**config.mk**
```make
export PLATFORM = sky130hd
export DESIGN_NAME = dma_burst_redirect
export DESIGN_NICKNAME = d
export VERILOG_FILES = /design/src/rtl/tdbr_pkg.sv /design/src/rtl/tdbr_offset.sv /design/src/rtl/tdbr_bank.sv /design/src/rtl/dma_burst_redirect.sv
export SDC_FILE = /design/constraint.sdc
export NUM_CORES = 1
export LEC_CHECK = 0
export CAP_MARGIN = 40
export CORE_AREA = 2 2 190 192
export CTS_CLUSTER_SIZE = 20
export DETAILED_ROUTE_END_ITERATION = 7
export DIE_AREA = 0 0 192 194
export GPL_TIMING_DRIVEN = 0
export PLACE_DENSITY = 0.65
export SLEW_MARGIN = 10
export SYNTH_ARGS = -nofsm -noshare
export SYNTH_HDL_FRONTEND = slang
export SYNTH_SLANG_ARGS = --single-unit
export TNS_END_PERCENT = 10
```
**constraint.sdc**
```tcl
create_clock -name clk -period 6.65 [get_ports clk]
set_clock_uncertainty 0.15 [all_clocks]
set_input_delay 0.665 -clock clk [delete_from_list [all_inputs] [get_ports clk]]
set_output_delay 0.665 -clock clk [all_outputs]
set_load 0.005 [all_outputs]
```
**src/rtl/tdbr_pkg.sv**
```systemverilog
package tdbr_pkg;
  localparam int unsigned FLD_W = 5;
  localparam int unsigned SEL_W = FLD_W + 1;

  typedef struct packed {
    logic [FLD_W-1:0] len;
    logic [FLD_W-1:0] start;
  } ctrl_t;

  // Target register of the burst port: start plus running offset.
  function automatic logic [SEL_W-1:0] window_index(input logic [FLD_W-1:0] start,
                                                    input logic [FLD_W-1:0] ofs);
    return {1'b0, start} + {1'b0, ofs};
  endfunction

  // Read image of the control word, with zeros in the reserved bits.
  function automatic logic [15:0] ctrl_image(input ctrl_t c);
    return {3'b000, c.len, 3'b000, c.start};
  endfunction

  // Next offset after a port access.
  function automatic logic [FLD_W-1:0] next_offset(input logic [FLD_W-1:0] ofs,
                                                   input logic [FLD_W-1:0] len);
    return (ofs == len) ? '0 : ofs + 1'b1;
  endfunction
endpackage

```
**src/rtl/tdbr_offset.sv**
```systemverilog
module tdbr_offset
  import tdbr_pkg::*;
(
  input  logic             clk,
  input  logic             rst_n,
  input  logic             clear,
  input  logic             step,
  input  logic [FLD_W-1:0] len,
  output logic [FLD_W-1:0] ofs
);
  always_ff @(posedge clk) begin
    if (!rst_n)     ofs <= '0;
    else if (clear) ofs <= '0;
    else if (step)  ofs <= next_offset(ofs, len);
  end
endmodule

```
**src/rtl/tdbr_bank.sv**
```systemverilog
module tdbr_bank #(
  parameter int unsigned NREG  = 20,
  parameter int unsigned DW    = 16,
  parameter int unsigned SEL_W = 6
) (
  input  logic             clk,
  input  logic             rst_n,
  input  logic             we,
  input  logic [SEL_W-1:0] widx,
  input  logic [DW-1:0]    wdata,
  input  logic [SEL_W-1:0] ridx,
  output logic [DW-1:0]    rdata
);
  logic [DW-1:0] regs [NREG];

  for (genvar g = 0; g < NREG; g++) begin : g_reg
    always_ff @(posedge clk) begin
      if (!rst_n)                              regs[g] <= '0;
      else if (we && widx == SEL_W'(g))        regs[g] <= wdata;
    end
  end

  always_comb begin
    rdata = '0;
    for (int i = 0; i < NREG; i++)
      if (ridx == SEL_W'(i)) rdata = regs[i];
  end
endmodule

```
**src/rtl/dma_burst_redirect.sv**
```systemverilog
module dma_burst_redirect
  import tdbr_pkg::*;
#(
  parameter int unsigned ADDR_W    = 8,
  parameter int unsigned DW        = 16,
  parameter int unsigned NREG      = 20,
  parameter int unsigned CTRL_WORD = 18,
  parameter int unsigned PORT_WORD = 19
) (
  input  logic              clk,
  input  logic              rst_n,
  input  logic [ADDR_W-1:0] addr,
  input  logic              wr_en,
  input  logic              rd_en,
  input  logic [DW-1:0]     wr_data,
  input  logic              dma_req,
  output logic [DW-1:0]     rd_data,
  output logic [SEL_W-1:0]  sel_idx,
  output logic              sel_valid,
  output logic              dma_ack
);
  localparam int unsigned WORD_W = ADDR_W - 2;

  logic [WORD_W-1:0] word;
  logic              any_acc, port_hit, ctrl_hit, direct_hit;
  logic              port_acc, ctrl_wr, in_range;
  logic [FLD_W-1:0]  ofs;
  logic [SEL_W-1:0]  win_idx, bank_idx;
  logic [DW-1:0]     bank_rdata, rd_next;
  logic              bank_we;
  ctrl_t             ctrl_q;

  assign word       = addr[ADDR_W-1:2];
  assign any_acc    = wr_en | rd_en;
  assign port_hit   = (word == WORD_W'(PORT_WORD));
  assign ctrl_hit   = (word == WORD_W'(CTRL_WORD));
  assign direct_hit = (word < WORD_W'(CTRL_WORD));
  assign port_acc   = any_acc & port_hit;
  assign ctrl_wr    = wr_en & ctrl_hit;

  always_ff @(posedge clk) begin
    if (!rst_n)       ctrl_q <= '0;
    else if (ctrl_wr) ctrl_q <= '{len: wr_data[8 +: FLD_W], start: wr_data[0 +: FLD_W]};
  end

  tdbr_offset u_ofs (
    .clk(clk), .rst_n(rst_n), .clear(ctrl_wr), .step(port_acc),
    .len(ctrl_q.len), .ofs(ofs)
  );

  assign win_idx   = window_index(ctrl_q.start, ofs);
  assign in_range  = (win_idx < SEL_W'(NREG));
  assign sel_idx   = win_idx;
  assign sel_valid = port_acc & in_range;

  assign bank_idx = port_hit ? win_idx : SEL_W'(word);
  assign bank_we  = wr_en & ((port_hit & in_range) | direct_hit);

  tdbr_bank #(.NREG(NREG), .DW(DW), .SEL_W(SEL_W)) u_bank (
    .clk(clk), .rst_n(rst_n), .we(bank_we), .widx(bank_idx), .wdata(wr_data),
    .ridx(bank_idx), .rdata(bank_rdata)
  );

  always_comb begin
    if (ctrl_hit)                        rd_next = DW'(ctrl_image(ctrl_q));
    else if (port_hit)                   rd_next = in_range ? bank_rdata : '0;
    else if (direct_hit)                 rd_next = bank_rdata;
    else                                 rd_next = '0;
  end

  always_ff @(posedge clk) begin
    if (!rst_n) begin
      rd_data <= '0;
      dma_ack <= 1'b0;
    end else begin
      if (rd_en) rd_data <= rd_next;
      dma_ack <= port_acc & dma_req;
    end
  end
endmodule

```
==> summary.txt, run 1 <==
Logic synthesis
  – Seq cells post-synth: 352
  – Syn_nets: 1451
  – Main combinational cell family by area after synthesis: simple AND/OR/NAND/NOR gates
  – Synth Area in Compound Gates: 13.8%
  – Yosys synthesis warning count: 0
  – Post-Synth XOR/XNOR Area: 0.577%
  – Main synth FF type: edfxtp_1
  – Syn Inst Count: 1415
  – Adder-Cell Fraction of Synth Area: 0.569%
  – Post-synthesis async set-or-reset flop share: 0%
  – Syn avg cell area: 11.8 um^2
  – Cell variety after synth: 76
  – Sequential share of the synthesized area: 61.4%
  – Multiplexer share of the synthesized area: 0.0599%
  – EDFF count, synth: 320
  – Synth Area in Simple Gates: 20.4%
  – Netlist Area Pre-Place: 16700 um^2

Floorplanning
  – Die width: 192 um
  – Die height: 194 um
  – DIE AREA: 37200 um^2
  – Initial core utilization: 47.4%
  – Core Region: 35200 um^2
  – Row count: 69
  – IO Pins: 53

Final layout
  – Storage element area: 10200 um^2
  – Fillers: 2997
  – Layout Nets: 1561
  – Design area: 19300 um^2
  – Share of cells above drive strength 1: 9.81%
  – Area Overhead vs Synth: 15.5%
  – Multi-input logic area: 6000 um^2
  – Final Util: 54.8%

Critical path
  – Worst setup path category: flip-flop to flip-flop
  – Worst path required time: 6.92 ns
  – FF-to-FF Start: u_ofs.ofs[0]$_SDFFE_PP0P_
  – Worst Setup Start Kind: flip-flop
  – Crit-path max FO: 10
  – Reg2reg path depth: 11
  – FF-to-FF End: u_bank.regs[3][58]$_SDFFCE_PN0P_
  – Setup crit end kind: flip-flop
  – Crit path DAT: 5.96 ns
  – Worst R2R Setup Slack: 0.96 ns

Timing
  – RSZ-0062 raised after global routing: false
  – Worst Tran Pin Value: 1.03 ns
  – Worst slew margin: 31.4%
  – Worst setup margin: 0.956 ns
  – Setup violators final: 0
  – Fmax: 176 MHz
  – Period utilization: 85.6%
  – Fin. max-slew vios: 0
  – Final number of hold-violating endpoints: 0
  – Final min period: 5.69 ns

Global route
  – All-Layer GR Usage: 32.1%
  – Initial antenna violation count: 4
  – Largest net degree at the start of global routing: 16
  – GRT overflow: 0
  – Vias in the first global route: 12400
  – First-pass GRT wire length: 85500 um

Clocking
  – CTS Hold Bufs: 0
  – Total setup buffers inserted after CTS: 0
  – CTS max path bufs: 3
  – Clock-pin transition on the worst setup and hold timing paths: 0.07 ns
  – CTS tree: built
  – Later-pin clock latency in the skew report: 0.55 ns
  – CTS root buf: clkbuf_16
  – Clock Sinks: 352
  – TritonCTS Buffers: 37
  – H-tree depth: 2
  – Post-cts repair resize count: 0

Placed design
  – RePlAce Congestion: 0.915
  – Hpwl dp: 42200 um
  – IO Port Bufs: 43
  – Cell area after placement: 18200 um^2
  – Post-placement worst setup slack: 1.05 ns

Drt
  – 1st-pass router iterations: 6
  – Routed Antenna Nets: 0
  – Iter 0 DRT Violations: 2235
  – Detailed-route wire length: 59300 um
  – Vias: 13000
  – Avg Vias per Cell: 6.45
  – Drc violations: 0
  – Post-DR wirelength/cell: 29.5 um

Hold path
  – Min-delay worst type: flip-flop to flip-flop
  – Hold Path Origin: rd_data[6]$_SDFFE_PN0P_
  – Worst hold endpoint: rd_data[6]$_SDFFE_PN0P_
  – Worst hold path depth: 2

Flow run
  – Max-cap violations: 0

Run status
  – Status: finished, final reports clean

Pwr
  – PwrDens: 251 nW/um^2
  – Leakage: 0.00701 uW
  – Worst VDD drop: 0.000152 V
  – Overall Power: 4840 uW
==> Yosys cell counts, drive strengths merged, types with 13 or more instances <==
cell / number / share of area (%)
a211oi: 13 / 0.58
a21oi: 40 / 1.2
a221oi: 29 / 1.6
a222oi: 19 / 1.1
a22o: 14 / 0.73
a22oi: 18 / 0.81
and2: 327 / 12
buf: 21 / 0.82
clkbuf: 93 / 2.1
dfxtp: 32 / 3.8
edfxtp: 320 / 58
nand2: 83 / 1.9
nand3: 35 / 1.1
nor2: 74 / 1.9
nor3: 21 / 0.82
o21ai: 61 / 1.9
o22ai: 26 / 0.97
==> area by class of cell <==
cell class	instances	share of cell area, %
Inverter	12	0.234
Antenna cell	1	0.0130
Multi-Input combinational cell	937	31.1
Clock buffer	47	5.20
Clock inverter	16	0.662
Timing Repair Buffer	71	4.10
Tap cell	461	2.99
Sequential cell	352	53.1
Buffer	114	2.52
==> state kept, by name, summed over array words and instances, names as in the netlist <==
name / flops
rd_data: 16
dma_ack: 1
u_bank.regs: 320
ctrl_q: 10
u_ofs.ofs: 5
==> kinds of logic after synthesis <==
group | after synthesis
fa+ha+maj | 7
compound gates | 318
flops | 352
mux | 1
buf+inv | 126
xor+xnor | 11
simple gates | 600
==> power breakdown <==
| part | internal [uW] | total, uW | switching (uW) | leakage, uW |
|---|---|---|---|---|
| Sequential | 2470 | 2490 | 22.5 | 0.00362 |
| Clock | 1110 | 2000 | 894 | 0.000556 |
| Combinational | 93.5 | 345 | 252 | 0.00284 |
==> cell usage in the layout, fill, tap and decap left out, types with 7 or more instances in the layout <==
cell type | synthesis | routed
and2_1 | 326 | 326
edfxtp_1 | 320 | 320
clkbuf_1 | 93 | 99
nand2_1 | 83 | 83
nor2_1 | 64 | 64
clkdlybuf4s50_1 | 0 | 43
a21oi_1 | 39 | 39
o21ai_0 | 58 | 38
clkbuf_16 | 0 | 37
nand3_1 | 34 | 34
dfxtp_1 | 32 | 32
a221oi_1 | 27 | 27
o22ai_1 | 26 | 26
o21ai_2 | 2 | 22
a222oi_1 | 19 | 19
a22oi_1 | 18 | 18
nor3_1 | 16 | 16
buf_8 | 0 | 15
a22o_1 | 14 | 14
buf_6 | 3 | 14
a211oi_1 | 13 | 13
a21boi_0 | 12 | 12
inv_1 | 12 | 12
nor2b_1 | 12 | 12
buf_2 | 11 | 11
and3_1 | 11 | 11
nand4_1 | 10 | 10
nor2_2 | 9 | 9
a31oi_1 | 11 | 9
o211ai_1 | 8 | 8
o22a_1 | 8 | 8
o221ai_1 | 8 | 8
nand2b_1 | 8 | 8
buf_4 | 6 | 7
a21o_1 | 7 | 7
==> worst max-delay path: stages, from the launching register on <==
cell and delay [ns]:
dfxtp_1 0.45, ha_1 0.27, inv_1 0.07, fa_1 0.58, nor2b_1 0.31, o21a_1 0.19
clkbuf_1 0.66, clkbuf_1 0.77, nand4_1 0.89, nor2_2 0.59, clkbuf_1 0.44, and2_1 0.21
==> metal layers <==
metal	wire, um	global-route usage (%)	up-vias
met5	12	0	-
met4	2460	12.1	2
met3	6920	5.86	145
met2	26300	48.1	933
met1	23600	46.6	6421
li1	-	-	5476
==> worst max path at each step <==
stage / start / end / slack [ns] / cells after the start
floorplan: u_ofs.ofs[0]$_SDFFE_PP0P_ / u_bank.regs[0][16]$_SDFFCE_PN0P_ / 2.28 / 12
global placement: addr[3] / u_bank.regs[3][54]$_SDFFCE_PN0P_ / -0.42 / 8
detailed placement: addr[3] / u_bank.regs[3][58]$_SDFFCE_PN0P_ / 1.05 / 10
CTS: u_ofs.ofs[0]$_SDFFE_PP0P_ / u_bank.regs[3][58]$_SDFFCE_PN0P_ / 1.16 / 11
global route: u_ofs.ofs[0]$_SDFFE_PP0P_ / u_bank.regs[3][58]$_SDFFCE_PN0P_ / 0.89 / 11
finish: u_ofs.ofs[0]$_SDFFE_PP0P_ / u_bank.regs[3][58]$_SDFFCE_PN0P_ / 0.96 / 11
==> through the flow <==
stage | hold WS [ns] | setup TNS, ns | cells
4_1_cts | 0.322 | 0 | 2010
3_5_place_dp | 0.307 | 0 | 1947
2_1_floorplan | 0.299 | 0 | 1415
3_3_place_gp | 0.291 | -6.78 | 1919
5_1_grt | 0.341 | 0 | 2010
6_report | 0.307 | 0 | 2011
Power figures use the tool's default switching activity.
==> run 2, diff against run 1 <==
--- a/config.mk
+++ b/config.mk
@@ -5,7 +5,7 @@
 export SDC_FILE = /design/constraint.sdc
 export NUM_CORES = 1
 export LEC_CHECK = 0
-export CAP_MARGIN = 40
+export CAP_MARGIN = 20
 export CORE_AREA = 2 2 190 192
 export CTS_CLUSTER_SIZE = 20
 export DETAILED_ROUTE_END_ITERATION = 7
==> run 2 against run 1 <==
Against the previous run: maximum frequency decreased by 0.68%; via count decreased by 1.5%; register-to-register slack got worse by 0.04 ns; clock power increased by 3%; flip-flop and latch count unchanged; setup slack got worse by 0.039 ns; sequential power about the same; final cell count unchanged; core utilization about the same; routed wire length decreased by 0.21%; non-clock buffer count decreased by 6.
==> summary.txt, run 2 (same netlist as run 1, synthesis figures left out) <==
Drt
  – Detailed-route wire length: 59100 um
  – Post-DR wirelength/cell: 29.4 um
  – Drc violations: 0
  – Vias: 12800
  – Iter 0 DRT Violations: 1899
  – Avg Vias per Cell: 6.36
  – 1st-pass router iterations: 7
  – Routed Antenna Nets: 0

Floorplanning
  – IO Pins: 53
  – Core Region: 35200 um^2
  – DIE AREA: 37200 um^2
  – Row count: 69
  – Initial core utilization: 47.4%
  – Die width: 192 um
  – Die height: 194 um

Clocking
  – Later-pin clock latency in the skew report: 0.53 ns
  – CTS max path bufs: 3
  – CTS root buf: clkbuf_16
  – TritonCTS Buffers: 37
  – Post-cts repair resize count: 0
  – Clock Sinks: 352
  – CTS Hold Bufs: 0
  – CTS tree: built
  – Total setup buffers inserted after CTS: 0
  – Clock-pin transition on the worst setup and hold timing paths: 0.07 ns
  – H-tree depth: 2

Global route
  – Vias in the first global route: 12300
  – Initial antenna violation count: 2
  – First-pass GRT wire length: 84700 um
  – Largest net degree at the start of global routing: 16
  – All-Layer GR Usage: 31.9%
  – GRT overflow: 0

Timing
  – Worst Tran Pin Value: 1.13 ns
  – Period utilization: 86.2%
  – Fin. max-slew vios: 0
  – RSZ-0062 raised after global routing: false
  – Fin Setup TNS: 0 ns
  – Final number of hold-violating endpoints: 0
  – Worst slew margin: 24.4%
  – Fmax: 174 MHz
  – Hold Slack: 0.317 ns
  – Final min period: 5.73 ns
  – Setup violators final: 0

Placed design
  – Inst Count DP: 1941
  – IO Port Bufs: 43
  – RePlAce Congestion: 0.915
  – Hpwl dp: 41700 um

Final layout
  – Area Overhead vs Synth: 15.4%
  – Multi-input logic area: 6000 um^2
  – Final Non-Filler Cells: 2011
  – Layout Nets: 1555
  – Leading cell type in the layout, fill and taps excluded: and2_1
  – Share of cells above drive strength 1: 9.19%
  – Storage element area: 10200 um^2
  – Largest register by flop count: u_bank.regs
  – Largest registers: u_bank.regs: 320 flops, rd_data: 16 flops, ctrl_q: 10 flops
  – Max reg flops: 320
  – Fillers: 2982
  – Commonest non-fill, non-tap cells in the layout: and2_1, edfxtp_1, clkbuf_1, nand2_1, nor2_1

Critical path
  – Worst setup path category: flip-flop to flip-flop
  – Worst Setup Start Kind: flip-flop
  – Setup crit end kind: flip-flop
  – FF-to-FF Start: u_ofs.ofs[0]$_SDFFE_PP0P_
  – Worst R2R Setup Slack: 0.92 ns
  – Crit path DAT: 5.99 ns
  – Worst path required time: 6.90 ns
  – Crit-path max FO: 10
  – Reg2reg path depth: 11
  – FF-to-FF End: u_bank.regs[3][58]$_SDFFCE_PN0P_

Hold path
  – Min-delay worst type: flip-flop to flip-flop
  – Worst hold endpoint: rd_data[6]$_SDFFE_PN0P_
  – Hold Path Origin: rd_data[6]$_SDFFE_PN0P_
  – Worst hold path depth: 2

Pwr
  – Worst VDD drop: 0.000182 V
  – Leakage: 0.00699 uW
  – PwrDens: 254 nW/um^2

Flow run
  – Max-cap violations: 0

Run status
  – Status: finished, final reports clean
run 2: changes by cell type in the layout (fill, tap and decap cells not counted), sizes merged:
cell / change
buf: -6
diode: +4
clkbuf: +3
bufinv: +2
clkinv: -1
clkinvlp: -1
inv: -1
run 2: routing by layer:
| metal | global-route usage [%] | part of all wire (%) |
|---|---|---|
| met1 | 44.1 | 39 |
| met2 | 47.5 | 44 |
| met3 | 9.34 | 13 |
| met4 | 12.6 | 4.4 |
| met5 | 0 | 0 |
run 2: power breakdown:
part	switching (uW)	internal, uW	leakage [uW]
logic	252	90.4	0.00280
clock network	867	1190	0.000568
registers	22.4	2470	0.00362
run 2: worst max-delay path, cell delays in order, from the launching register on:
cell and delay (ns):
dfxtp_1 0.45, ha_1 0.26, inv_1 0.07, fa_1 0.58, nor2b_1 0.31, o21a_1 0.18
clkbuf_1 0.68, clkbuf_1 0.75, nand4_1 0.89, nor2_2 0.60, clkbuf_1 0.46, and2_1 0.21
run 2: how the worst max path moves through the flow:
stage	from	end	slack (ns)
after floorplan	u_ofs.ofs[0]$_SDFFE_PP0P_	u_bank.regs[0][16]$_SDFFCE_PN0P_	2.28
after global placement	addr[3]	u_bank.regs[3][54]$_SDFFCE_PN0P_	-0.42
after detailed placement	addr[3]	u_bank.regs[3][58]$_SDFFCE_PN0P_	1.03
after CTS	u_ofs.ofs[0]$_SDFFE_PP0P_	u_bank.regs[3][58]$_SDFFCE_PN0P_	1.13
after global routing	u_ofs.ofs[0]$_SDFFE_PP0P_	u_bank.regs[3][58]$_SDFFCE_PN0P_	0.83
final	u_ofs.ofs[0]$_SDFFE_PP0P_	u_bank.regs[3][58]$_SDFFCE_PN0P_	0.92
run 2: metrics by stage:
stage / total power (uW) / setup slack (ns) / util (%) / cell area, um^2
after detailed placement: 2870 / 1.03 / 51.4 / 18100
after global routing: 4980 / 0.829 / 54.7 / 19300
final: 4890 / 0.917 / 54.7 / 19300
after floorplan: 2680 / 2.28 / - / 16700
after global placement: 2840 / -0.425 / 50.3 / 17700
after CTS: 4860 / 1.13 / 54.7 / 19300
run 2: layout make-up:
type | count | share of cell area [%]
antenna | 5 | 0.0649
buffer | 114 | 2.53
clock buffer | 50 | 5.27
clock inverter | 15 | 0.786
inverter | 12 | 0.234
multi-input combinational | 937 | 31.2
sequential | 352 | 53.2
tap | 461 | 2.99
timing repair buffer | 65 | 3.77
==> run 3, diff against run 2 <==
--- a/config.mk
+++ b/config.mk
@@ -5,13 +5,15 @@
 export SDC_FILE = /design/constraint.sdc
 export NUM_CORES = 1
 export LEC_CHECK = 0
+export ABC_AREA = 1
 export CAP_MARGIN = 20
-export CORE_AREA = 2 2 190 192
+export CORE_AREA = 2 2 186 188
 export CTS_CLUSTER_SIZE = 20
 export DETAILED_ROUTE_END_ITERATION = 7
-export DIE_AREA = 0 0 192 194
+export DIE_AREA = 0 0 188 190
 export GPL_TIMING_DRIVEN = 0
 export PLACE_DENSITY = 0.65
+export SETUP_SLACK_MARGIN = 0.2
 export SLEW_MARGIN = 10
 export SYNTH_ARGS = -nofsm -noshare
 export SYNTH_HDL_FRONTEND = slang
==> run 3 against run 2 <==
Against the previous run: non-clock buffer count is 29 lower; setup slack better by 1.2 ns; maximum frequency is 27% higher; largest power group unchanged.
==> summary.txt, run 3 <==
Critical path
  – Worst R2R Setup Slack: 2.14 ns
  – FF-to-FF Start: u_ofs.ofs[0]$_SDFFE_PP0P_
  – Crit path DAT: 4.77 ns
  – Slowest stage delay, CP: 0.45 ns
  – Setup crit end kind: flip-flop
  – Worst Setup Start Kind: flip-flop
  – Slowest stage cell on the critical path: dfxtp_1
  – Worst setup path category: flip-flop to flip-flop
  – Worst path required time: 6.91 ns
  – Reg2reg path depth: 22
  – Crit-path max FO: 10
  – FF-to-FF End: rd_data[11]$_SDFFE_PN0P_
  – Critical path, cell by cell: ha_1, inv_1, fa_1, nand3b_1, nand3b_1, nand3_1, nand2_2, nor2_8, buf_4, buf_2, nand3_1, nand3_1, nor2_1, nand4_1, nor2_1, nand4_1, nor2_1, nand4_1, nor2_1, nand4_1, nand2_1, a21oi_1

Clocking
  – CTS Hold Bufs: 0
  – H-tree depth: 2
  – Clock Sinks: 352
  – CTS tree: built
  – Total setup buffers inserted after CTS: 0
  – Later-pin clock latency in the skew report: 0.52 ns
  – CTS root buf: clkbuf_16
  – CTS max path bufs: 3
  – Post-cts repair resize count: 0
  – TritonCTS Buffers: 38
  – Clock-pin transition on the worst setup and hold timing paths: 0.06 ns

Drt
  – Routed Antenna Nets: 0
  – Post-DR wirelength/cell: 19.7 um
  – Drc violations: 0
  – Detailed-route wire length: 43500 um
  – Vias: 12100
  – Iter 0 DRT Violations: 1246
  – 1st-pass router iterations: 5
  – Avg Vias per Cell: 5.46

Logic synthesis
  – Netlist Area Pre-Place: 16000 um^2
  – EDFF count, synth: 320
  – Main synth FF type: edfxtp_1
  – Syn_nets: 1672
  – Seq cells post-synth: 352
  – Syn Inst Count: 1636
  – Main area contributors after synthesis: edfxtp_1, nor2_1, nand2_1, dfxtp_1, nand3_1
  – Most common cell in the netlist: nor2_1
  – Syn avg cell area: 9.80 um^2
  – Yosys synthesis warning count: 0
  – Top-area cell type share of the netlist area: 59.9%
  – Post-synthesis async set-or-reset flop share: 0%
  – Commonest cells in the netlist: nor2_1, edfxtp_1, nand2_1, inv_1, nand3_1
  – Sequential share of the synthesized area: 63.9%
  – Cell variety after synth: 39
  – Cell taking the most area after synthesis: edfxtp_1

Timing
  – Worst slew margin: 33.2%
  – Final min period: 4.51 ns
  – RSZ-0062 raised after global routing: false
  – Fmax: 222 MHz
  – Period utilization: 67.9%
  – Fin Setup TNS: 0 ns
  – Fin. max-slew vios: 0
  – Final number of hold-violating endpoints: 0
  – Setup violators final: 0
  – Worst Tran Pin Value: 1.00 ns

Pwr
  – Seq pwr share: 52.6%
  – Worst VDD drop: 0.000163 V
  – PwrDens: 262 nW/um^2
  – Combinational share of power: 5.9%
  – Leakage: 0.00710 uW
  – Internal power: 3720 uW
  – Clock Power Share: 41.5%
  – Switching share of total power: 22.6%
  – P_sw: 1080 uW

Final layout
  – Commonest non-fill, non-tap cells in the layout: nor2_1, edfxtp_1, nand2_1, inv_1, nand3_1
  – Area Overhead vs Synth: 14.6%
  – Max reg flops: 320
  – Antenna Cells: 0
  – Largest registers: u_bank.regs: 320 flops, rd_data: 16 flops, ctrl_q: 10 flops
  – Leading cell type in the layout, fill and taps excluded: nor2_1
  – Share of cells above drive strength 1: 9.21%
  – Layout Nets: 1767
  – Final Util: 54.1%
  – Largest register by flop count: u_bank.regs

Floorplanning
  – Row count: 68
  – Die height: 190 um
  – DIE AREA: 35700 um^2
  – Core Region: 33900 um^2
  – IO Pins: 53
  – Die width: 188 um
  – Initial core utilization: 47.2%

Placed design
  – IO Port Bufs: 49
  – RePlAce Congestion: 0.876
  – Hpwl dp: 30800 um

Global route
  – Largest net degree at the start of global routing: 17
  – First-pass GRT wire length: 66700 um
  – Initial antenna violation count: 0
  – Vias in the first global route: 11500
  – All-Layer GR Usage: 24.6%
  – GRT overflow: 0

Run status
  – Status: finished, final reports clean

Hold path
  – Hold Path Origin: rd_data[7]$_SDFFE_PN0P_
  – Min-delay worst type: flip-flop to flip-flop
  – Worst hold endpoint: rd_data[7]$_SDFFE_PN0P_
  – Worst hold path depth: 2

Flow run
  – Max-cap violations: 0
[run 3: final cells by class]
| cell class | instances | area [um^2] |
|---|---|---|
| repair buffers | 55 | 566 |
| clock buffers | 49 | 1060 |
| multi-input cells | 1054 | 4890 |
| clock inverters | 19 | 104 |
| inverters | 135 | 507 |
| flip-flops and latches | 352 | 10200 |
| well taps | 455 | 569 |
| plain buffers | 95 | 432 |
| fillers | 3007 | 15600 |
[run 3: kinds of logic after synthesis]
family,synth area share (%)
AOI/OAI and AO/OA,4.51
buffers and inverters,5.85
adders and majority gates,0.593
and+or+nand+nor,24.8
DFF,63.9
xor gates and xnor gates,0.375
[run 3: power groups by stage]
stage          Clock (uW)  Sequential (uW)  Combinational (uW)
3_5_place_dp            0             2580                 279
4_1_cts              2000             2530                 281
2_1_floorplan           0             2570                 148
6_report             2000             2530                 284
3_3_place_gp            0             2580                 268
5_1_grt              2080             2540                 304
[run 3: per-stage QoR]
stage	total power, uW	hold WS [ns]	std cells	worst slack, ns	cell area (um^2)
after global routing	4920	0.342	2214	1.96	18400
after floorplan	2720	0.307	1636	2.55	16000
after detailed placement	2850	0.311	2146	2.18	17200
final	4810	0.318	2214	2.14	18400
after CTS	4810	0.320	2214	2.25	18400
after global placement	2840	0.311	2140	1.30	17100
[run 3: worst max path at each step]
stage                                          from                               end  slack [ns]
after floorplan           u_ofs.ofs[0]$_SDFFE_PP0P_  u_bank.regs[3][48]$_SDFFCE_PN0P_        2.55
after global placement                      addr[3]  u_bank.regs[4][12]$_SDFFCE_PN0P_        1.30
after detailed placement                    addr[5]          rd_data[11]$_SDFFE_PN0P_        2.18
after CTS                 u_ofs.ofs[0]$_SDFFE_PP0P_  u_bank.regs[4][29]$_SDFFCE_PN0P_        2.25
after global routing      u_ofs.ofs[0]$_SDFFE_PP0P_  u_bank.regs[4][17]$_SDFFCE_PN0P_        1.96
final                     u_ofs.ofs[0]$_SDFFE_PP0P_          rd_data[11]$_SDFFE_PN0P_        2.14
[run 3: routing by layer]
layer | global-route usage, % | vias up | routed length (um) | part of all wire (%)
met3 | 4.08 | 105 | 3830 | 8.8
met1 | 34.7 | 5792 | 18700 | 43
met2 | 37.5 | 548 | 18900 | 43
met4 | 11.1 | 0 | 2110 | 4.8
li1 | - | 5633 | - | -
met5 | 0 | - | 0 | 0
[run 3: worst max-delay path, delay by kind of cell, from the launching register on]
kind	cells	cell delay [ns]
adder cells (fa/ha/maj)	2	0.68
flip-flops	1	0.45
buffers and inverters	3	0.45
AND/OR/NAND/NOR	16	2.58
AO/OA/AOI/OAI	1	0.07
